File: src/rtl/spi_mem_pkg.sv
package spi_mem_pkg;
    localparam int BYTE_W    = 8;
    localparam int BIT_CNT_W = $clog2(BYTE_W);

    localparam logic [BYTE_W-1:0] OPC_SET_WEL = 8'h06;
    localparam logic [BYTE_W-1:0] OPC_CLR_WEL = 8'h04;
    localparam logic [BYTE_W-1:0] OPC_STAT_RD = 8'h05;
    localparam logic [BYTE_W-1:0] OPC_STAT_WR = 8'h01;
    localparam logic [BYTE_W-1:0] OPC_MEM_RD  = 8'h03;
    localparam logic [BYTE_W-1:0] OPC_MEM_WR  = 8'h02;

    typedef enum logic [3:0] {
        ST_IDLE,
        ST_OPCODE,
        ST_ADDR_HI,
        ST_ADDR_LO,
        ST_READ,
        ST_WRITE,
        ST_STAT_RD,
        ST_STAT_WR,
        ST_STAT_HELD,
        ST_WEL_SET,
        ST_WEL_CLR,
        ST_IGNORE
    } cmd_state_e;
endpackage

File: src/rtl/spi_pin_front.sv
module spi_pin_front (
    input  logic clk,
    input  logic rst_n,
    input  logic cs_n_i,
    input  logic sck_i,
    input  logic hold_n_i,
    output logic rise_o,
    output logic fall_o,
    output logic sel_fall_o,
    output logic sel_rise_o,
    output logic paused_o
);
    logic sck_q;
    logic cs_q;

    always_ff @(posedge clk or negedge rst_n) begin
        if (!rst_n) begin
            sck_q    <= 1'b0;
            cs_q     <= 1'b1;
            paused_o <= 1'b0;
        end else begin
            sck_q <= sck_i;
            cs_q  <= cs_n_i;
            // pause may only start or end while the serial clock is low
            if (!sck_i) paused_o <= ~hold_n_i;
        end
    end

    assign rise_o     = sck_i & ~sck_q & ~paused_o & ~cs_n_i;
    assign fall_o     = ~sck_i & sck_q & ~paused_o & ~cs_n_i;
    assign sel_fall_o = ~cs_n_i & cs_q;
    assign sel_rise_o = cs_n_i & ~cs_q;

    // pause level only moves after a low clock sample
    a_r11_pause_on_low_clock: assert property (@(posedge clk) disable iff (!rst_n)
        (paused_o != $past(paused_o)) |-> !$past(sck_i));
endmodule

File: src/rtl/spi_bit_shift.sv
module spi_bit_shift
    import spi_mem_pkg::*;
(
    input  logic                 clk,
    input  logic                 rst_n,
    input  logic                 clear_i,
    input  logic                 rise_i,
    input  logic                 si_i,
    output logic [BIT_CNT_W-1:0] cnt_o,
    output logic                 byte_done_o,
    output logic [BYTE_W-1:0]    byte_o
);
    logic [BYTE_W-2:0] sh_q;

    always_ff @(posedge clk or negedge rst_n) begin
        if (!rst_n) begin
            sh_q  <= '0;
            cnt_o <= '0;
        end else if (clear_i) begin
            cnt_o <= '0;
        end else if (rise_i) begin
            sh_q  <= {sh_q[BYTE_W-3:0], si_i};
            cnt_o <= cnt_o + BIT_CNT_W'(1);
        end
    end

    assign byte_done_o = rise_i & (cnt_o == BIT_CNT_W'(BYTE_W - 1));
    assign byte_o      = {sh_q, si_i};

    // the bit position only advances on a qualified rising edge
    a_r3_count_on_rise: assert property (@(posedge clk) disable iff (!rst_n)
        (!rise_i && !clear_i) |=> $stable(cnt_o));
endmodule

File: src/rtl/spi_out_ser.sv
module spi_out_ser
    import spi_mem_pkg::*;
(
    input  logic              clk,
    input  logic              rst_n,
    input  logic              clear_i,
    input  logic              fall_i,
    input  logic              active_i,
    input  logic [BYTE_W-1:0] src_i,
    output logic              so_o,
    output logic              started_o,
    output logic              byte_end_o
);
    logic [BIT_CNT_W-1:0] ocnt_q;
    logic [BYTE_W-2:0]    osh_q;

    always_ff @(posedge clk or negedge rst_n) begin
        if (!rst_n) begin
            ocnt_q    <= '0;
            osh_q     <= '0;
            so_o      <= 1'b0;
            started_o <= 1'b0;
        end else if (clear_i) begin
            ocnt_q    <= '0;
            started_o <= 1'b0;
        end else if (fall_i && active_i) begin
            started_o <= 1'b1;
            ocnt_q    <= ocnt_q + BIT_CNT_W'(1);
            if (ocnt_q == '0) begin
                so_o  <= src_i[BYTE_W-1];
                osh_q <= src_i[BYTE_W-2:0];
            end else begin
                so_o  <= osh_q[BYTE_W-2];
                osh_q <= {osh_q[BYTE_W-3:0], 1'b0};
            end
        end
    end

    assign byte_end_o = fall_i & active_i & (ocnt_q == BIT_CNT_W'(BYTE_W - 1));

    // output data only moves on a falling edge
    a_r3_out_on_fall: assert property (@(posedge clk) disable iff (!rst_n)
        (!(fall_i && active_i) && !clear_i) |=> $stable(so_o));
endmodule

File: src/rtl/spi_mem_cmd.sv
module spi_mem_cmd
    import spi_mem_pkg::*;
#(
    parameter int ADDR_W = 15,
    parameter int PAGE_W = 6
) (
    input  logic              clk,
    input  logic              rst_n,
    input  logic              cs_n,
    input  logic              sck,
    input  logic              si,
    input  logic              hold_n,
    output logic              so,
    output logic              so_oe,
    output logic [ADDR_W-1:0] rd_addr,
    input  logic [BYTE_W-1:0] rd_data,
    output logic              wr_valid,
    output logic [ADDR_W-1:0] wr_addr,
    output logic [BYTE_W-1:0] wr_data,
    output logic              wr_commit,
    input  logic [BYTE_W-1:0] sr_data,
    input  logic              busy,
    output logic              sr_wr_valid,
    output logic [BYTE_W-1:0] sr_wr_data,
    output logic              wel_set,
    output logic              wel_clr
);
    localparam int HI_W = ADDR_W - BYTE_W;

    logic                 rise, fall, sel_fall, sel_rise, paused;
    logic [BIT_CNT_W-1:0] bit_cnt;
    logic                 byte_done;
    logic [BYTE_W-1:0]    in_byte;
    logic                 so_started, out_byte_end, rd_active;
    logic [BYTE_W-1:0]    out_src;

    cmd_state_e           state, nxt;
    logic [HI_W-1:0]      addr_hi_q;
    logic [ADDR_W-1:0]    rd_ptr, wr_ptr;
    logic                 op_is_read, wr_any;
    logic [BYTE_W-1:0]    sr_byte_q;

    spi_pin_front u_front (
        .clk        (clk),
        .rst_n      (rst_n),
        .cs_n_i     (cs_n),
        .sck_i      (sck),
        .hold_n_i   (hold_n),
        .rise_o     (rise),
        .fall_o     (fall),
        .sel_fall_o (sel_fall),
        .sel_rise_o (sel_rise),
        .paused_o   (paused)
    );

    spi_bit_shift u_shift (
        .clk         (clk),
        .rst_n       (rst_n),
        .clear_i     (sel_fall),
        .rise_i      (rise),
        .si_i        (si),
        .cnt_o       (bit_cnt),
        .byte_done_o (byte_done),
        .byte_o      (in_byte)
    );

    assign rd_active = (state == ST_READ) || (state == ST_STAT_RD);
    assign out_src   = (state == ST_STAT_RD) ? sr_data : rd_data;

    spi_out_ser u_out (
        .clk        (clk),
        .rst_n      (rst_n),
        .clear_i    (sel_fall),
        .fall_i     (fall),
        .active_i   (rd_active),
        .src_i      (out_src),
        .so_o       (so),
        .started_o  (so_started),
        .byte_end_o (out_byte_end)
    );

    // state register
    always_ff @(posedge clk or negedge rst_n) begin
        if (!rst_n) state <= ST_IDLE;
        else        state <= nxt;
    end

    // next state
    always_comb begin
        nxt = state;
        if (sel_rise) begin
            nxt = ST_IDLE;
        end else if (sel_fall) begin
            nxt = ST_OPCODE;
        end else begin
            unique case (state)
                ST_OPCODE: begin
                    if (byte_done) begin
                        if (busy && in_byte != OPC_STAT_RD) begin
                            nxt = ST_IGNORE;
                        end else begin
                            case (in_byte)
                                OPC_SET_WEL: nxt = ST_WEL_SET;
                                OPC_CLR_WEL: nxt = ST_WEL_CLR;
                                OPC_STAT_RD: nxt = ST_STAT_RD;
                                OPC_STAT_WR: nxt = ST_STAT_WR;
                                OPC_MEM_RD:  nxt = ST_ADDR_HI;
                                OPC_MEM_WR:  nxt = ST_ADDR_HI;
                                default:     nxt = ST_IGNORE;
                            endcase
                        end
                    end
                end
                ST_ADDR_HI: if (byte_done) nxt = ST_ADDR_LO;
                ST_ADDR_LO: if (byte_done) nxt = op_is_read ? ST_READ : ST_WRITE;
                ST_STAT_WR: if (byte_done) nxt = ST_STAT_HELD;
                ST_IDLE, ST_READ, ST_WRITE, ST_STAT_RD, ST_STAT_HELD,
                ST_WEL_SET, ST_WEL_CLR, ST_IGNORE: nxt = state;
                default: nxt = ST_IDLE;
            endcase
        end
    end

    // datapath and action outputs
    always_ff @(posedge clk or negedge rst_n) begin
        if (!rst_n) begin
            addr_hi_q   <= '0;
            rd_ptr      <= '0;
            wr_ptr      <= '0;
            op_is_read  <= 1'b0;
            wr_any      <= 1'b0;
            sr_byte_q   <= '0;
            wr_valid    <= 1'b0;
            wr_addr     <= '0;
            wr_data     <= '0;
            wr_commit   <= 1'b0;
            sr_wr_valid <= 1'b0;
            sr_wr_data  <= '0;
            wel_set     <= 1'b0;
            wel_clr     <= 1'b0;
        end else begin
            wr_valid    <= 1'b0;
            wr_commit   <= 1'b0;
            sr_wr_valid <= 1'b0;
            wel_set     <= 1'b0;
            wel_clr     <= 1'b0;
            if (sel_rise) begin
                if (bit_cnt == '0) begin
                    unique case (state)
                        ST_WEL_SET:   wel_set   <= 1'b1;
                        ST_WEL_CLR:   wel_clr   <= 1'b1;
                        ST_WRITE:     wr_commit <= wr_any;
                        ST_STAT_HELD: begin
                            sr_wr_valid <= 1'b1;
                            sr_wr_data  <= sr_byte_q;
                        end
                        default: ;
                    endcase
                end
            end else begin
                unique case (state)
                    ST_OPCODE: if (byte_done) op_is_read <= (in_byte == OPC_MEM_RD);
                    ST_ADDR_HI: if (byte_done) addr_hi_q <= in_byte[HI_W-1:0];
                    ST_ADDR_LO: begin
                        if (byte_done) begin
                            rd_ptr <= {addr_hi_q, in_byte};
                            wr_ptr <= {addr_hi_q, in_byte};
                            wr_any <= 1'b0;
                        end
                    end
                    ST_READ: if (out_byte_end) rd_ptr <= rd_ptr + ADDR_W'(1);
                    ST_WRITE: begin
                        if (byte_done) begin
                            wr_valid <= 1'b1;
                            wr_addr  <= wr_ptr;
                            wr_data  <= in_byte;
                            wr_any   <= 1'b1;
                            wr_ptr   <= {wr_ptr[ADDR_W-1:PAGE_W],
                                         wr_ptr[PAGE_W-1:0] + PAGE_W'(1)};
                        end
                    end
                    ST_STAT_WR: if (byte_done) sr_byte_q <= in_byte;
                    default: ;
                endcase
            end
        end
    end

    assign rd_addr = rd_ptr;
    assign so_oe   = ~cs_n & ~paused & so_started & rd_active;

    // a pause freezes the input bit position
    a_r11_hold_freeze: assert property (@(posedge clk) disable iff (!rst_n)
        (paused && !sel_fall) |=> $stable(bit_cnt));
    // page bits of the write pointer never move during a data phase
    a_r5_page_fixed: assert property (@(posedge clk) disable iff (!rst_n)
        (state == ST_WRITE && $past(state) == ST_WRITE)
        |-> wr_ptr[ADDR_W-1:PAGE_W] == $past(wr_ptr[ADDR_W-1:PAGE_W]));
    // at most one action strobe per cycle
    a_r6_one_action: assert property (@(posedge clk) disable iff (!rst_n)
        $onehot0({wr_commit, sr_wr_valid, wel_set, wel_clr}));
    // an address phase is only entered when the decode saw no busy
    a_r7_busy_gate: assert property (@(posedge clk) disable iff (!rst_n)
        (state == ST_ADDR_HI && $past(state) == ST_OPCODE) |-> !$past(busy));
    // an ignored selection stays silent
    a_r10_ignore_silent: assert property (@(posedge clk) disable iff (!rst_n)
        (state == ST_IGNORE && $past(state) == ST_IGNORE)
        |-> !so_oe && !wr_valid && !wr_commit && !sr_wr_valid && !wel_set && !wel_clr);
    // enable and disable requests are single-cycle
    a_r2_single_pulse: assert property (@(posedge clk) disable iff (!rst_n)
        (wel_set || wel_clr) |=> !(wel_set || wel_clr));
endmodule

File: config.mk
export PLATFORM = sky130hd
export DESIGN_NAME = spi_mem_cmd
export DESIGN_NICKNAME = d
export VERILOG_FILES = /design/src/rtl/spi_mem_pkg.sv /design/src/rtl/spi_pin_front.sv /design/src/rtl/spi_bit_shift.sv /design/src/rtl/spi_out_ser.sv /design/src/rtl/spi_mem_cmd.sv
export SDC_FILE = /design/constraint.sdc
export NUM_CORES = 1
export LEC_CHECK = 0
export BUFFER_PORTS_ARGS = -buffer_cell sky130_fd_sc_hd__buf_4
export CAP_MARGIN = 5
export CORE_MARGIN = 2
export CORE_UTILIZATION = 52
export CTS_CLUSTER_DIAMETER = 120
export DETAILED_ROUTE_END_ITERATION = 8
export PLACE_DENSITY_LB_ADDON = 0.25
export SLEW_MARGIN = 20
export SYNTH_ARGS = -nofsm -noshare
export SYNTH_HDL_FRONTEND = slang
export SYNTH_SLANG_ARGS = --single-unit
File: constraint.sdc
create_clock -name clk -period 2.08 [get_ports clk]
set_input_delay 0.624 -clock clk [delete_from_list [all_inputs] [get_ports clk]]
set_output_delay 0.624 -clock clk [all_outputs]
set_load 0.01 [all_outputs]
==> flow_summary.yaml <==
clocking:
  cts.clk_slew.worst_paths_ns: 0.11
  numCtsBuffers: 9
  clock_latency_ns: 0.38
  htree_levels: 3
  cts_tree: "yes"
  postCtsHoldBufs: 0
  cts_num_sinks: 112
  clockBufferDepth: 2
  root_buffer: "clkbuf_8"
worst_setup_path:
  cp_max_fo: 2
  r2r_start: "u_front.paused_o"
  critical_path_class: "reg -> out"
  endpoint_kind: "primary output"
  required_ns: 1.46
  cp.arrival_ns: 1.43
  cp-start-kind: "flop"
  reg2reg_depth: 7
  r2r_end: "rd_addr[10]"
  reg2reg_slack_ns: 0.02
timing:
  fmax_mhz: 486
  rsz0062_at_grt: "true"
  finalCritPeriodShare_pct: 98.9
  finalCriticalPeriod_ns: 2.06
  hold_viol: 0
  slew_headroom_pct: 59.8
  clock-skew-final_ns: 0.0134
  worstMarginPinSlew_ns: 0.601
  finalSetupViolCount: 0
  slew_violations: 0
  fin_setup_tns_ns: 0
cells_and_area:
  layout.nets: 643
  stdcell_count: 747
  areaGrowthSynthToFinish_pct: 24.6
  postLayoutCellArea_mm2: 0.00663
  regArea_mm2: 0.00280
  fill_cells: 768
  multi_input_area_mm2: 0.00241
  drive_gt1_share_pct: 34.7
  diodes: 0
floorplan:
  fp.dieW_um: 105
  core_mm2: 0.00986
  design.die.area_mm2: 0.0111
  ios: 76
  initial_core_util_pct: 54.0
  num_rows: 36
  die_height_um: 105
global_route:
  grt_pass1_vias: 4188
  overflow: 0
  grt_max_degree: 36
  grt_pass1_wl_um: 20500
  antenna_found_initial: 0
  grt_use_total_pct: 23.0
power_and_ir_drop:
  swShare_pct: 29.5
  powerDensity_mw_per_mm2: 648
  power_mw: 4.30
  p_clk_share_pct: 28.3
  p_sw_mw: 1.27
  p_seq_share_pct: 54.4
  combPwrFrac_pct: 17.4
  p_leak_nw: 3.38
  p_int_mw: 3.03
  peakVddDrop_v: 0.000306
route:
  drt-total-wl_um: 12200
  firstDrtPassIters: 5
  dr_total_vias: 4230
  drc: 0
  drt_iter0_markers: 290
  antenna_left: 0
  vias_per_cell: 5.66
  wl_per_cell_um: 16.3
synthesis:
  synth_top_area_share_pct: 52.2
  async_flop_share_pct: 100
  synth_warnings: 0
  yosys_register_bits: 112
  yosysTopAreaCell: "dfrtp_1"
  ys_seq_area_share_pct: 52.7
  yosysMostFrequentCell: "dfrtp_1"
  synth_flop_cell: "dfrtp_1"
  synth-edff-count: 0
  synth_common_cells: "dfrtp_1, nand2_1, a21oi_1"
  netlist_area_mm2: 0.00532
  netlist_instances: 496
  yosysUniqueCellTypes: 60
  synth.net_count: 529
  netlist_top_cells_area: "dfrtp_1, mux2_2, nand2_1, mux2_4, a21oi_1"
  avgSynthCellArea_um2: 10.7
worst_hold_path:
  hold_path_class: "in -> async"
place:
  io_buffers: 75
  dp_hpwl_um: 8750
  gp_congestion: 0.898
  placed_area_mm2: 0.00633
  dp.cells: 724
outcome:
  status: "complete, no violations"
job:
  drv_cap: 0
==> power groups by stage <==
stage | combinational (mW) | clock (mW) | sequential, mW
6_report | 0.747 | 1.22 | 2.34
5_1_grt | 0.823 | 1.33 | 2.34
4_1_cts | 0.737 | 1.24 | 2.33
3_5_place_dp | 0.713 | 0 | 2.38
3_3_place_gp | 0.700 | 0 | 2.37
2_1_floorplan | 0.369 | 0 | 2.36
==> registers in the layout (all words and copies together) (netlist names), 8 cells and up <==
| name | flops |
|---|---|
| sr_wr_data | 8 |
| sr_byte_q | 8 |
| wr_ptr | 15 |
| rd_addr | 15 |
| wr_addr | 15 |
| wr_data | 8 |
==> cells by family (layout without fill, tap and decap cells) <==
group / Yosys count / after routing / share of synthesized area [%]
AOI/OAI and AO/OA: 102 / 102 / 11.7
xor gates and xnor gates: 3 / 3 / 0.494
adders and majority gates: 10 / 10 / 2.35
buffers and inverters: 41 / 159 / 3.41
DFF: 112 / 112 / 52.7
muxes: 60 / 60 / 13.4
and+or+nand+nor: 168 / 168 / 16.0
==> metal layers <==
layer / vias to the layer above / routed length (um) / track usage [%]
li1: 1992 / - / -
met3: 20 / 560 / 4.49
met5: - / 0 / 0
met1: 2095 / 5350 / 30.4
met4: 0 / 243 / 7.24
met2: 123 / 6030 / 38.3
==> layout by cell type, fill, tap and decap left out, drive strengths merged, types with 2 or more instances in the layout <==
cell type | Yosys | routed
or2 | 3 | 3
nand4 | 5 | 5
nor3 | 8 | 8
xnor2 | 2 | 2
buf | 11 | 130
nand2 | 62 | 62
nor2 | 30 | 30
o21ai | 27 | 27
or4b | 2 | 2
a211oi | 12 | 12
and2 | 2 | 2
ha | 10 | 10
dfrtp | 111 | 111
and4 | 3 | 3
o22ai | 7 | 7
nand3 | 18 | 18
and3 | 3 | 3
clkinv | 0 | 2
nor2b | 6 | 6
mux2i | 14 | 14
a21o | 8 | 8
mux2 | 46 | 46
inv | 14 | 18
a21oi | 35 | 35
or3 | 6 | 6
nor4 | 4 | 4
o211ai | 3 | 3
nand2b | 5 | 5
nor4b | 2 | 2
clkbuf | 16 | 9
nor3b | 2 | 2
==> worst max path at each step <==
stage / depth (start not counted) / end / slack (ns) / startpoint
6_report: 4 / so_oe / 0.02 / u_front.paused_o
4_1_cts: 4 / so_oe / -0.01 / u_front.paused_o
2_1_floorplan: 5 / rd_addr[9] / -0.07 / cs_n
3_5_place_dp: 7 / rd_addr[0] / -0.24 / cs_n
3_3_place_gp: 6 / rd_addr[9] / -0.21 / cs_n
5_1_grt: 7 / rd_addr[10] / -0.07 / u_front.paused_o
==> worst max-delay path: stages, from the launching register on <==
cell and delay [ns]:
dfrtp_1 0.39, or2_4 0.26, buf_6 0.12, nor4_4 0.14, buf_4 0.16
==> per-stage QoR <==
step | utilization, % | worst slack [ns] | hold slack, ns
floorplan | - | -0.0660 | 0.328
global placement | 64.2 | -0.206 | 0.451
detailed placement | 64.2 | -0.240 | 0.461
CTS | 66.6 | -0.0123 | 0.193
global route | 67.2 | -0.0727 | 0.208
finish | 67.2 | 0.0226 | 0.191
==> area by class of cell <==
| class | count | area share [%] |
|---|---|---|
| tap | 133 | 2.51 |
| sequential | 112 | 42.3 |
| clock buffer | 9 | 1.87 |
| inverter | 14 | 0.792 |
| timing repair buffer | 130 | 15.4 |
| multi-input combinational | 343 | 36.4 |
| clock inverter | 6 | 0.736 |
==> what timing repair did <==
| item | CTS | global route |
|---|---|---|
| gates resized for setup | 5 | 13 |
| setup endpoints to repair | 4 | 19 |
| buffers inserted | 5 | 2 |
| gates cloned | 0 | 1 |
| pin swaps | 2 | 6 |
No activity file was read; power rests on OpenSTA's default activity.
